### config.mk
export PLATFORM = sky130hd
export DESIGN_NAME = qr_gate_timer
export DESIGN_NICKNAME = d
export VERILOG_FILES = /design/src/rtl/qrt_pkg.sv /design/src/rtl/qrt_clamp.sv /design/src/rtl/qrt_on_ctl.sv /design/src/rtl/qrt_off_ctl.sv /design/src/rtl/qr_gate_timer.sv
export SDC_FILE = /design/constraint.sdc
export NUM_CORES = 1
export LEC_CHECK = 0
export BUFFER_PORTS_ARGS = -buffer_cell sky130_fd_sc_hd__buf_2
export CAP_MARGIN = 0
export CORE_AREA = 2 2 95 97
export CTS_CLUSTER_DIAMETER = 200
export DETAILED_ROUTE_END_ITERATION = 10
export DIE_AREA = 0 0 97 99
export SLEW_MARGIN = 20
export SYNTH_ARGS = -nofsm -noshare
export SYNTH_HDL_FRONTEND = slang
export SYNTH_SLANG_ARGS = --single-unit
### constraint.sdc
create_clock -name clk -period 4.4 [get_ports clk]
set_clock_uncertainty 0.15 [all_clocks]
set_input_delay 0 -clock clk [delete_from_list [all_inputs] [get_ports clk]]
set_output_delay 0 -clock clk [all_outputs]
set_load 0.005 [all_outputs]
### src/rtl/qrt_pkg.sv
package qrt_pkg;
  typedef enum logic [1:0] {
    QRT_IDLE = 2'd0,
    QRT_ON   = 2'd1,
    QRT_OFF  = 2'd2
  } qrt_state_e;
endpackage

### src/rtl/qrt_clamp.sv
// Limits a requested cycle count to a [LO, HI] window.
module qrt_clamp #(
  parameter int W  = 8,
  parameter int LO = 0,
  parameter int HI = 255
) (
  input  logic [W-1:0] raw,
  output logic [W-1:0] lim
);
  localparam logic [W-1:0] LO_V = W'(LO);
  localparam logic [W-1:0] HI_V = W'(HI);

  always_comb begin
    if (raw < LO_V)      lim = LO_V;
    else if (raw > HI_V) lim = HI_V;
    else                 lim = raw;
  end
endmodule

### src/rtl/qrt_on_ctl.sv
// On-phase termination: blanking of the peak flag, trip hold, on-time window.
module qrt_on_ctl #(
  parameter int PW          = 10,
  parameter int OW          = 7,
  parameter int LEB         = 8,
  parameter int MIN_ON      = 20,
  parameter int MAX_ON      = 100,
  parameter bit FIXED_ON_EN = 1'b1
) (
  input  logic          clk,
  input  logic          rst_n,
  input  logic          on_phase,
  input  logic [PW-1:0] per_cnt,
  input  logic          pk_trip,
  input  logic          fixed_mode,
  input  logic [OW-1:0] on_tgt,
  output logic          on_done
);
  localparam logic [PW-1:0] LEB_V = PW'(LEB);
  localparam logic [PW-1:0] MIN_V = PW'(MIN_ON);
  localparam logic [PW-1:0] MAX_V = PW'(MAX_ON);

  logic          pk_hit_q, pk_hit_d;
  logic          pk_now;
  logic          want_off;
  logic [PW-1:0] on_len;
  logic          floor_ok, ceil_hit;

  // cycles the gate will have been high if it falls at the next edge
  assign on_len = per_cnt + PW'(1);
  assign pk_now = on_phase & pk_trip & (per_cnt >= LEB_V);
  assign pk_hit_d = on_phase & (pk_hit_q | pk_now);

  always_ff @(posedge clk or negedge rst_n) begin
    if (!rst_n) pk_hit_q <= 1'b0;
    else        pk_hit_q <= pk_hit_d;
  end

  generate
    if (FIXED_ON_EN) begin : g_fixed
      always_comb begin
        if (fixed_mode) want_off = (on_len >= PW'(on_tgt));
        else            want_off = pk_hit_q | pk_now;
      end
    end else begin : g_peak_only
      assign want_off = pk_hit_q | pk_now;
    end
  endgenerate

  assign floor_ok = (on_len >= MIN_V);
  assign ceil_hit = (on_len >= MAX_V);
  assign on_done  = on_phase & (ceil_hit | (floor_ok & want_off));

  // a held trip can only exist once the blanking window has passed
  p_leb_hold_r2: assert property (@(posedge clk) disable iff (!rst_n)
    pk_hit_q |-> (per_cnt > LEB_V));
endmodule

### src/rtl/qrt_off_ctl.sv
// Off-phase: zero-current blanking, valley capture, demagnetization report.
module qrt_off_ctl #(
  parameter int PW        = 10,
  parameter int ZCD_BLANK = 15
) (
  input  logic          clk,
  input  logic          rst_n,
  input  logic          off_phase,
  input  logic          restart,
  input  logic          zcd_low,
  output logic          valley,
  output logic          demag_vld,
  output logic [PW-1:0] demag_time,
  output logic          demag_tmo
);
  localparam logic [PW-1:0] ZB_V    = PW'(ZCD_BLANK);
  localparam logic [PW-1:0] CNT_TOP = '1;

  logic [PW-1:0] off_cnt_q, off_cnt_d;
  logic          found_q, found_d;
  logic          zcd_ok, timeout, rpt_en;
  logic          vld_q, vld_d;
  logic [PW-1:0] time_q, time_d;
  logic          tmo_q, tmo_d;

  assign zcd_ok  = off_phase & ~found_q & zcd_low & (off_cnt_q >= ZB_V);
  assign valley  = found_q | zcd_ok;
  assign timeout = restart & ~valley;
  assign rpt_en  = zcd_ok | timeout;

  always_comb begin
    if (!off_phase)               off_cnt_d = '0;
    else if (off_cnt_q == CNT_TOP) off_cnt_d = off_cnt_q;
    else                          off_cnt_d = off_cnt_q + PW'(1);
    found_d = off_phase & (found_q | zcd_ok);
    vld_d   = rpt_en;
    time_d  = rpt_en ? off_cnt_q : time_q;
    tmo_d   = rpt_en ? timeout : tmo_q;
  end

  always_ff @(posedge clk or negedge rst_n) begin
    if (!rst_n) begin
      off_cnt_q <= '0;
      found_q   <= 1'b0;
      vld_q     <= 1'b0;
      time_q    <= '0;
      tmo_q     <= 1'b0;
    end else begin
      off_cnt_q <= off_cnt_d;
      found_q   <= found_d;
      vld_q     <= vld_d;
      if (rpt_en) begin
        time_q <= time_d;
        tmo_q  <= tmo_d;
      end
    end
  end

  assign demag_vld  = vld_q;
  assign demag_time = time_q;
  assign demag_tmo  = tmo_q;

  // a valley report never lies inside the blanking window
  p_zcd_blank_r7: assert property (@(posedge clk) disable iff (!rst_n)
    (demag_vld && !demag_tmo) |-> (demag_time >= ZB_V));
  // the report strobe is a single-cycle pulse
  p_vld_single_r13: assert property (@(posedge clk) disable iff (!rst_n)
    demag_vld |=> !demag_vld);
endmodule

### src/rtl/qr_gate_timer.sv
module qr_gate_timer
  import qrt_pkg::*;
#(
  parameter int LEB_CYC       = 55,
  parameter int MIN_ON_CYC    = 55,
  parameter int MAX_ON_CYC    = 1280,
  parameter int ZCD_BLANK_CYC = 200,
  parameter int MIN_PER_CYC   = 500,
  parameter int MAX_PER_CYC   = 16667,
  parameter bit FIXED_ON_EN   = 1'b1,
  parameter int PER_W         = $clog2(MAX_PER_CYC + 1),
  parameter int ON_W          = $clog2(MAX_ON_CYC + 1)
) (
  input  logic             clk,
  input  logic             rst_n,
  input  logic             enable,
  input  logic             pk_trip,
  input  logic             zcd_low,
  input  logic             fixed_on,
  input  logic [ON_W-1:0]  req_on,
  input  logic [PER_W-1:0] req_period,
  output logic             gate,
  output logic             demag_vld,
  output logic [PER_W-1:0] demag_time,
  output logic             demag_tmo
);
  localparam logic [PER_W-1:0] MIN_PER_V  = PER_W'(MIN_PER_CYC);
  localparam logic [PER_W-1:0] MAX_PER_V  = PER_W'(MAX_PER_CYC);
  localparam logic [PER_W-1:0] PER_LAST_V = PER_W'(MAX_PER_CYC - 1);
  localparam logic [PER_W-1:0] MIN_ON_V   = PER_W'(MIN_ON_CYC);
  localparam logic [PER_W-1:0] MAX_ON_V   = PER_W'(MAX_ON_CYC);

  qrt_state_e       st_q, st_d;
  logic [PER_W-1:0] per_q, per_d, per_tick, per_len;
  logic             gate_q, gate_d;
  logic [PER_W-1:0] per_tgt;
  logic [ON_W-1:0]  on_tgt;
  logic             on_done, valley, restart;
  logic             per_due, per_force, min_ok;

  qrt_clamp #(.W(PER_W), .LO(MIN_PER_CYC), .HI(MAX_PER_CYC)) i_per_clamp (
    .raw (req_period),
    .lim (per_tgt)
  );

  qrt_clamp #(.W(ON_W), .LO(MIN_ON_CYC), .HI(MAX_ON_CYC)) i_on_clamp (
    .raw (req_on),
    .lim (on_tgt)
  );

  qrt_on_ctl #(
    .PW(PER_W), .OW(ON_W), .LEB(LEB_CYC), .MIN_ON(MIN_ON_CYC),
    .MAX_ON(MAX_ON_CYC), .FIXED_ON_EN(FIXED_ON_EN)
  ) i_on_ctl (
    .clk        (clk),
    .rst_n      (rst_n),
    .on_phase   (st_q == QRT_ON),
    .per_cnt    (per_q),
    .pk_trip    (pk_trip),
    .fixed_mode (fixed_on),
    .on_tgt     (on_tgt),
    .on_done    (on_done)
  );

  qrt_off_ctl #(.PW(PER_W), .ZCD_BLANK(ZCD_BLANK_CYC)) i_off_ctl (
    .clk        (clk),
    .rst_n      (rst_n),
    .off_phase  (st_q == QRT_OFF),
    .restart    (restart),
    .zcd_low    (zcd_low),
    .valley     (valley),
    .demag_vld  (demag_vld),
    .demag_time (demag_time),
    .demag_tmo  (demag_tmo)
  );

  // period counter: cycles since the last rise, saturating at the last slot
  assign per_len   = per_q + PER_W'(1);
  assign per_tick  = (per_q == PER_LAST_V) ? per_q : per_len;
  assign per_due   = (per_len >= per_tgt);
  assign per_force = (per_len >= MAX_PER_V);
  assign min_ok    = (per_len >= MIN_PER_V);

  always_comb begin
    st_d  = st_q;
    per_d = per_tick;
    case (st_q)
      QRT_IDLE: begin
        if (enable && min_ok) begin
          st_d  = QRT_ON;
          per_d = '0;
        end
      end
      QRT_ON: begin
        if (on_done) st_d = QRT_OFF;
      end
      QRT_OFF: begin
        if ((valley && per_due) || per_force) begin
          st_d  = QRT_ON;
          per_d = '0;
        end
      end
      default: st_d = QRT_IDLE;
    endcase
    if (!enable) begin
      st_d  = QRT_IDLE;
      per_d = per_tick;
    end
  end

  assign restart = (st_q == QRT_OFF) && (st_d == QRT_ON);
  assign gate_d  = (st_d == QRT_ON);

  always_ff @(posedge clk or negedge rst_n) begin
    if (!rst_n) begin
      st_q   <= QRT_IDLE;
      per_q  <= PER_LAST_V;
      gate_q <= 1'b0;
    end else begin
      st_q   <= st_d;
      per_q  <= per_d;
      gate_q <= gate_d;
    end
  end

  assign gate = gate_q;

  // disable removes the gate by the next edge
  p_disable_off_r12: assert property (@(posedge clk) disable iff (!rst_n)
    !enable |=> !gate_q);
  // a pulse ended by the controller is never shorter than the floor
  p_min_on_r3: assert property (@(posedge clk) disable iff (!rst_n)
    ($fell(gate_q) && $past(enable)) |-> (($past(per_q) + PER_W'(1)) >= MIN_ON_V));
  // the on-time ceiling always ends the pulse
  p_max_on_r4: assert property (@(posedge clk) disable iff (!rst_n)
    (gate_q && (per_len >= MAX_ON_V)) |=> !gate_q);
  // no rise before the minimum period has elapsed
  p_min_per_r10: assert property (@(posedge clk) disable iff (!rst_n)
    (!gate_q && (per_len < MIN_PER_V)) |=> !gate_q);
  // the maximum period forces a restart
  p_max_per_r11: assert property (@(posedge clk) disable iff (!rst_n)
    ((st_q == QRT_OFF) && enable && (per_q == PER_LAST_V)) |=> gate_q);
endmodule

==> results_dict.tcl, run 1 <==
set metrics [dict create \
    clockBufferDepth 2 \
    wl_per_cell_um 15.1 \
    synth-main-ff-cell "dfrtp_1" \
    vias 3090 \
    dieArea_mm2 0.00960 \
    stdcell_area_mm2 0.00422 \
    place_area_mm2 0.00404 \
    grt-ovfl-total 0 \
    status "finished, final reports clean" \
    fin_setup_tns_ns 0 \
    cellLeakagePower_nw 2.00 \
    crit_path_max_fanout 18 \
    grt_max_degree 53 \
    multi_input_area_mm2 0.00225 \
    chipHeight_um 99 \
    area_growth_pct 12.9 \
    start_kind "flip-flop" \
    min_period_over_period_pct 86.1 \
    cp.arrival_ns 3.79 \
    sequentialPowerShare_pct 37.8 \
    grt_pass1_wl_mm 14.2 \
    fin_util_pct 49.3 \
    slew_headroom_pct 42.5 \
    clock_latency_ns 0.31 \
    hp-start "fixed_on" \
    synth.avg_cell_area_um2 9.43 \
    ys_seq_area_share_pct 35.0 \
    holdPathStages 4 \
    cts_tree "done" \
    dp_hpwl_mm 6.42 \
    n_antenna_cell 0 \
    drtIter0Drc 225 \
    drive_above_1_share_pct 20.8 \
    holdPathEnd "st_q[1]$_DFF_PN0_" \
    setup_viol 0 \
    fmax_ghz 0.264 \
    cp-end-kind "flip-flop" \
    vias_per_cell 5.57 \
    wl_mm 8.39 \
    gp_congestion 0.921 \
    hp-class "input pin to flip-flop" \
    synth_fp_nets 458 \
    route.detailed.drc 0 \
    antenna_found_initial 0 \
    layout.nets 508 \
    ant_nets 0 \
    io_pins 50 \
    period_needed_ns 3.79 \
    cts.sinks 52 \
    regToRegEndpoint "per_q[10]$_DFF_PN0_" \
    synth_cells 396 \
    powerDensity_mw_per_mm2 399 \
    clkPwrFrac_pct 23.6 \
    synth_edf_count 0 \
    start_util_pct 43.7 \
    numCtsBuffers 5 \
    synthArstFlopShare_pct 100 \
    coreArea_mm2 0.00855 \
    synth-adder-area-share_pct 10.1 \
    drt_pass1_iterations 4 \
    cts_max_level 2 \
    synth_compound_area_share_pct 17.2 \
    yosysUniqueCellTypes 69 \
    intPower_mw 1.04 \
    syn_area_mm2 0.00373 \
    p_sw_uw 645 \
    dp_worst_setup_slack_ns 0.637 \
    yosysTopAreaCell "dfrtp_1" \
    ir_drop_uv 241 \
    fillCellCount 810 \
    yosys-top-cells-area "dfrtp_1 32%, ha_1 10%, a21oi_1 4.2%" \
    ys_seq_elements 52 \
    grt_usage_pct 17.7 \
    rows 34 \
    rr_startpoint "per_q[1]$_DFF_PN1_" \
    cts_setup_buffers 0 \
    combPwrFrac_pct 38.6 \
    synth_top_family_by_area "simple AND/OR/NAND/NOR gates" \
    clkTransAtPathRegs_ns 0.10 \
    die_w_um 97 \
    finalWorstSetupSlack_ns 0.612 \
    ff_latch_area_mm2 0.00131 \
    max-cap-violations 0 \
    rsz0062_at_grt "false" \
    cts_resized 0 \
    worst_slew_pin_slew_ns 0.855 \
    portBuffers 49 \
    yosys.area_share.simple_pct 20.4 \
    yosys.area.top_type_share_pct 31.5 \
    hold_viol 0 \
    grt_pass1_vias 2962 \
    r2r_slack_ns 0.61 \
    cts_root_buf "clkbuf_8" \
    crit_type "flip-flop to flip-flop" \
    drv_slew 0 \
    synthMuxAreaShare_pct 6.23 \
    reg2reg_depth 13 \
    synthXorXnorAreaFrac_pct 6.33 \
    yosysWarnings 0 \
    p_sw_share_pct 38.4 \
    required_ns 4.40 \
]
==> routing by layer <==
| layer | track usage (%) | vias to the layer above | routed length (um) |
|---|---|---|---|
| met2 | 28.2 | 62 | 3870 |
| met3 | 1.91 | 8 | 243 |
| met1 | 26.2 | 1472 | 4190 |
| li1 | - | 1548 | - |
| met4 | 4.12 | 0 | 89 |
| met5 | 0 | - | 0 |
==> power groups by stage <==
stage                     registers, mW  clock network, mW  logic (mW)
after floorplan                   0.582                  0       0.536
after global placement            0.642                  0       0.635
after detailed placement          0.645                  0       0.643
after CTS                         0.635              0.404       0.652
after global routing              0.648              0.428       0.738
final                             0.636              0.397       0.649
==> how the worst max path moves through the flow <==
| stage | startpoint | end | slack (ns) |
|---|---|---|---|
| 4_1_cts | per_q[1]$_DFF_PN1_ | per_q[11]$_DFF_PN0_ | 0.63 |
| 5_1_grt | per_q[1]$_DFF_PN1_ | per_q[9]$_DFF_PN0_ | 0.18 |
| 2_1_floorplan | per_q[1]$_DFF_PN1_ | per_q[12]$_DFF_PN0_ | 1.18 |
| 3_5_place_dp | per_q[1]$_DFF_PN1_ | per_q[5]$_DFF_PN0_ | 0.64 |
| 3_3_place_gp | per_q[1]$_DFF_PN1_ | per_q[6]$_DFF_PN0_ | 0.73 |
| 6_report | per_q[1]$_DFF_PN1_ | per_q[10]$_DFF_PN0_ | 0.61 |
==> layout by cell type, fill, tap and decap left out, types with 4 or more instances in the layout <==
master / instances
nor2_1: 36
dfrtp_1: 47
a21boi_0: 9
xnor2_1: 17
inv_1: 21
a31oi_1: 4
xor2_1: 10
a21oi_1: 31
nor2b_1: 5
nor3_1: 10
and3_1: 5
nand3_1: 12
nand4_1: 13
mux2_2: 6
dlygate4sd3_1: 4
nand2_1: 26
a21o_1: 13
mux2_4: 9
nand2b_1: 7
o21ai_0: 10
ha_1: 30
dfstp_2: 5
nor4_1: 7
clkbuf_8: 5
buf_2: 49
==> cells in the mapped netlist (all sizes together), types with 3 or more instances <==
master	instances
nand3	14
dfstp	5
nor2	36
nand4	14
buf	10
o21ai	14
nand2	27
nor3	11
ha	30
xor2	10
dfrtp	47
inv	21
a21oi	31
clkbuf	3
mux2i	3
mux2	15
xnor2	17
nand2b	7
a21boi	9
and3	5
a21o	13
nor4	9
a31oi	4
nor2b	5
==> timing repair <==
item | 4_1_cts | 5_1_grt
setup endpoints to repair | 0 | 0
hold buffers | 4 | 0
hold endpoints to repair | 53 | 0
==> logic make-up after synthesis <==
logic type	after synthesis
and+or+nand+nor	140
AOI/OAI and AO/OA	95
adders and majority gates	30
muxes	18
buffers and inverters	34
xor gates and xnor gates	27
DFF	52
==> final cells by class <==
| class | count | share of cell area [%] |
|---|---|---|
| sequential | 52 | 31.0 |
| multi-input combinational | 310 | 53.3 |
| tap | 108 | 3.21 |
| inverter | 21 | 1.87 |
| clock buffer | 5 | 1.63 |
| timing repair buffer | 56 | 7.30 |
| clock inverter | 3 | 1.63 |
==> per-stage QoR <==
step	std cells	hold WS, ns	total power, mW
after floorplan	396	-0.446	1.12
after global placement	543	0.0104	1.28
after detailed placement	543	0.0102	1.29
after CTS	555	0.108	1.69
after global routing	555	0.134	1.81
final	555	0.126	1.68
==> sequential cells by signal, summed over array words and instances, names as in the netlist <==
name and flops:
i_off_ctl.demag_vld 1, st_q 2, i_off_ctl.demag_tmo 1, i_off_ctl.off_cnt_q 15
i_off_ctl.found_q 1, per_q 15, i_off_ctl.demag_time 15, gate 1
i_on_ctl.pk_hit_q 1
==> worst max-delay path, stage by stage (launching register included) <==
cell and delay (ns):
dfstp_2 0.63, ha_1 0.41, nand3_4 0.18, nor3_2 0.31
xnor2_1 0.19, inv_1 0.12, ha_1 0.32, a21o_1 0.11
a21o_1 0.10, a21oi_1 0.06, o21ai_0 0.15, a21oi_1 0.09
o21ai_2 0.63, a21boi_0 0.19
(Power assumes the default switching activity.)
==> inputs of run 2 (changes only) <==
--- a/config.mk
+++ b/config.mk
@@ -7,10 +7,13 @@
 export LEC_CHECK = 0
 export BUFFER_PORTS_ARGS = -buffer_cell sky130_fd_sc_hd__buf_2
 export CAP_MARGIN = 0
+export CELL_PAD_IN_SITES_DETAIL_PLACEMENT = 1
+export CELL_PAD_IN_SITES_GLOBAL_PLACEMENT = 1
 export CORE_AREA = 2 2 95 97
 export CTS_CLUSTER_DIAMETER = 200
 export DETAILED_ROUTE_END_ITERATION = 10
 export DIE_AREA = 0 0 97 99
+export PLACE_DENSITY_LB_ADDON = 0.1
 export SLEW_MARGIN = 20
 export SYNTH_ARGS = -nofsm -noshare
 export SYNTH_HDL_FRONTEND = slang
==> run 2 against run 1 <==
Against the previous run: sequential cell count unchanged; non-clock buffer count decreased by 1; final cell count decreased by 0.18%; highest routed layer unchanged; largest cell class unchanged; clock-buffer cell count increased by 1; wire length increased by 12%; sequential power increased by 1%; fmax decreased by 0.54%; critical endpoint is now per_q[9]$_DFF_PN0_; critical path depth decreased by 2; sequential share of layout area increased by 0.18 points; worst hold slack improved by 0.0044 ns.
==> results_dict.tcl, run 2 (synthesis gave the netlist of run 1 again) <==
set metrics [dict create \
    status "finished, final reports clean" \
    fin_setup_tns_ns 0 \
    antenna_found_initial 0 \
    hp-class "input pin to flip-flop" \
    drt_pass1_iterations 4 \
    vias 3130 \
    finalWorstSetupSlack_ns 0.592 \
    stdcell_area_mm2 0.00419 \
    die_w_um 97 \
    start_util_pct 43.7 \
    chipHeight_um 99 \
    clkTransAtPathRegs_ns 0.10 \
    worst_slew_pin_slew_ns 0.905 \
    grt-ovfl-total 0 \
    coreArea_mm2 0.00855 \
    powerDensity_mw_per_mm2 393 \
    cts_root_buf "clkbuf_8" \
    vias_per_cell 5.65 \
    drtIter0Drc 59 \
    cts_max_level 2 \
    rsz0062_at_grt "false" \
    hold_viol 0 \
    required_ns 4.41 \
    cts.sinks 52 \
    cp-end-kind "flip-flop" \
    fmax_ghz 0.263 \
    wl_per_cell_um 17.0 \
    area_growth_pct 12.3 \
    dp_worst_setup_slack_ns 0.615 \
    setup_viol 0 \
    start_kind "flip-flop" \
    n_antenna_cell 0 \
    grt_pass1_wl_mm 16.1 \
    max-cap-violations 0 \
    cts_tree "done" \
    layout.nets 507 \
    drive_above_1_share_pct 20.6 \
    dp_hpwl_mm 7.34 \
    final_common_cell "buf_2" \
    min_period_over_period_pct 86.5 \
    timing.hold.ws_ns 0.130 \
    grt_pass1_vias 3398 \
    numCtsBuffers 5 \
    cts_setup_buffers 0 \
    io_pins 50 \
    ir_drop_uv 169 \
    cp.arrival_ns 3.81 \
    place_area_mm2 0.00403 \
    period_needed_ns 3.81 \
    grt_usage_pct 20.6 \
    layout_common_cells "49 x buf_2, 47 x dfrtp_1, 36 x nor2_1" \
    crit_type "flip-flop to flip-flop" \
    dieArea_mm2 0.00960 \
    r2r_slack_ns 0.59 \
    drv_slew 0 \
    route.detailed.drc 0 \
    crit_path_max_fanout 18 \
    portBuffers 49 \
    cellLeakagePower_nw 1.99 \
    gp_congestion 0.875 \
    wl_mm 9.44 \
    grt_max_degree 53 \
    ant_nets 0 \
    rows 34 \
    clockBufferDepth 2 \
    slew_headroom_pct 39.1 \
    clock_latency_ns 0.31 \
]
## run 2: cell types whose count changed in the layout (fill, tap and decap cells not counted), sizes merged
cell,delta
bufinv,-1
clkbuf,+1
clkinv,+1
buf,-1
inv,-1
## run 2: cell type report
class	count	area, um2
Tap cell	108	135
Inverter	21	78.8
Fill cell	1018	4360
Clock buffer	6	82.6
Sequential cell	52	1310
Multi-Input combinational cell	310	2250
Clock inverter	2	38.8
Timing Repair Buffer	55	300
## run 2: worst paths after layout
path,from,to,depth (start not counted)
min in group asynchronous,rst_n,i_off_ctl.demag_time[12]$_DFFE_PN0P_,3
worst min-delay path,fixed_on,st_q[1]$_DFF_PN0_,4
worst max register to register,per_q[1]$_DFF_PN1_,per_q[9]$_DFF_PN0_,11
worst min register to register,i_off_ctl.demag_time[0]$_DFFE_PN0P_,i_off_ctl.demag_time[0]$_DFFE_PN0P_,1
max in group asynchronous,rst_n,i_off_ctl.off_cnt_q[5]$_DFFE_PN0P_,3
worst max-delay path,per_q[1]$_DFF_PN1_,per_q[9]$_DFF_PN0_,11
## run 2: report_power, final
part | internal (mW) | total [mW] | switching, mW
clock network | 0.186 | 0.352 | 0.166
registers | 0.533 | 0.643 | 0.111
logic | 0.271 | 0.651 | 0.380
## run 2: through the flow
| step | instances | utilization [%] | total power, mW |
|---|---|---|---|
| after detailed placement | 542 | 47.1 | 1.30 |
| final | 554 | 49.0 | 1.65 |
| after CTS | 554 | 49.0 | 1.66 |
| after global placement | 542 | 47.1 | 1.27 |
| after floorplan | 396 | - | 1.12 |
| after global routing | 554 | 49.0 | 1.78 |
## run 2: what timing repair did
| action | 4_1_cts | 5_1_grt |
|---|---|---|
| endpoints found under the hold margin | 53 | 0 |
| gates resized for setup | 0 | 0 |
| hold buffers | 4 | 0 |
## run 2: critical path: stages (launching register included)
cell,delay [ns]
dfstp_2,0.63
ha_1,0.42
nand3_4,0.18
nor4_2,0.33
xnor2_1,0.26
inv_1,0.16
ha_1,0.33
nand4_1,0.10
o21ai_0,0.17
a21oi_1,0.07
o21ai_2,0.62
a21boi_0,0.22
## run 2: per-layer routing
metal / track usage (%) / vias up / wire length [um]
met5: 0 / - / 0
met4: 9.86 / 0 / 410
met3: 2.77 / 23 / 248
met2: 35.1 / 51 / 4470
met1: 25.8 / 1524 / 4310
li1: - / 1532 / -
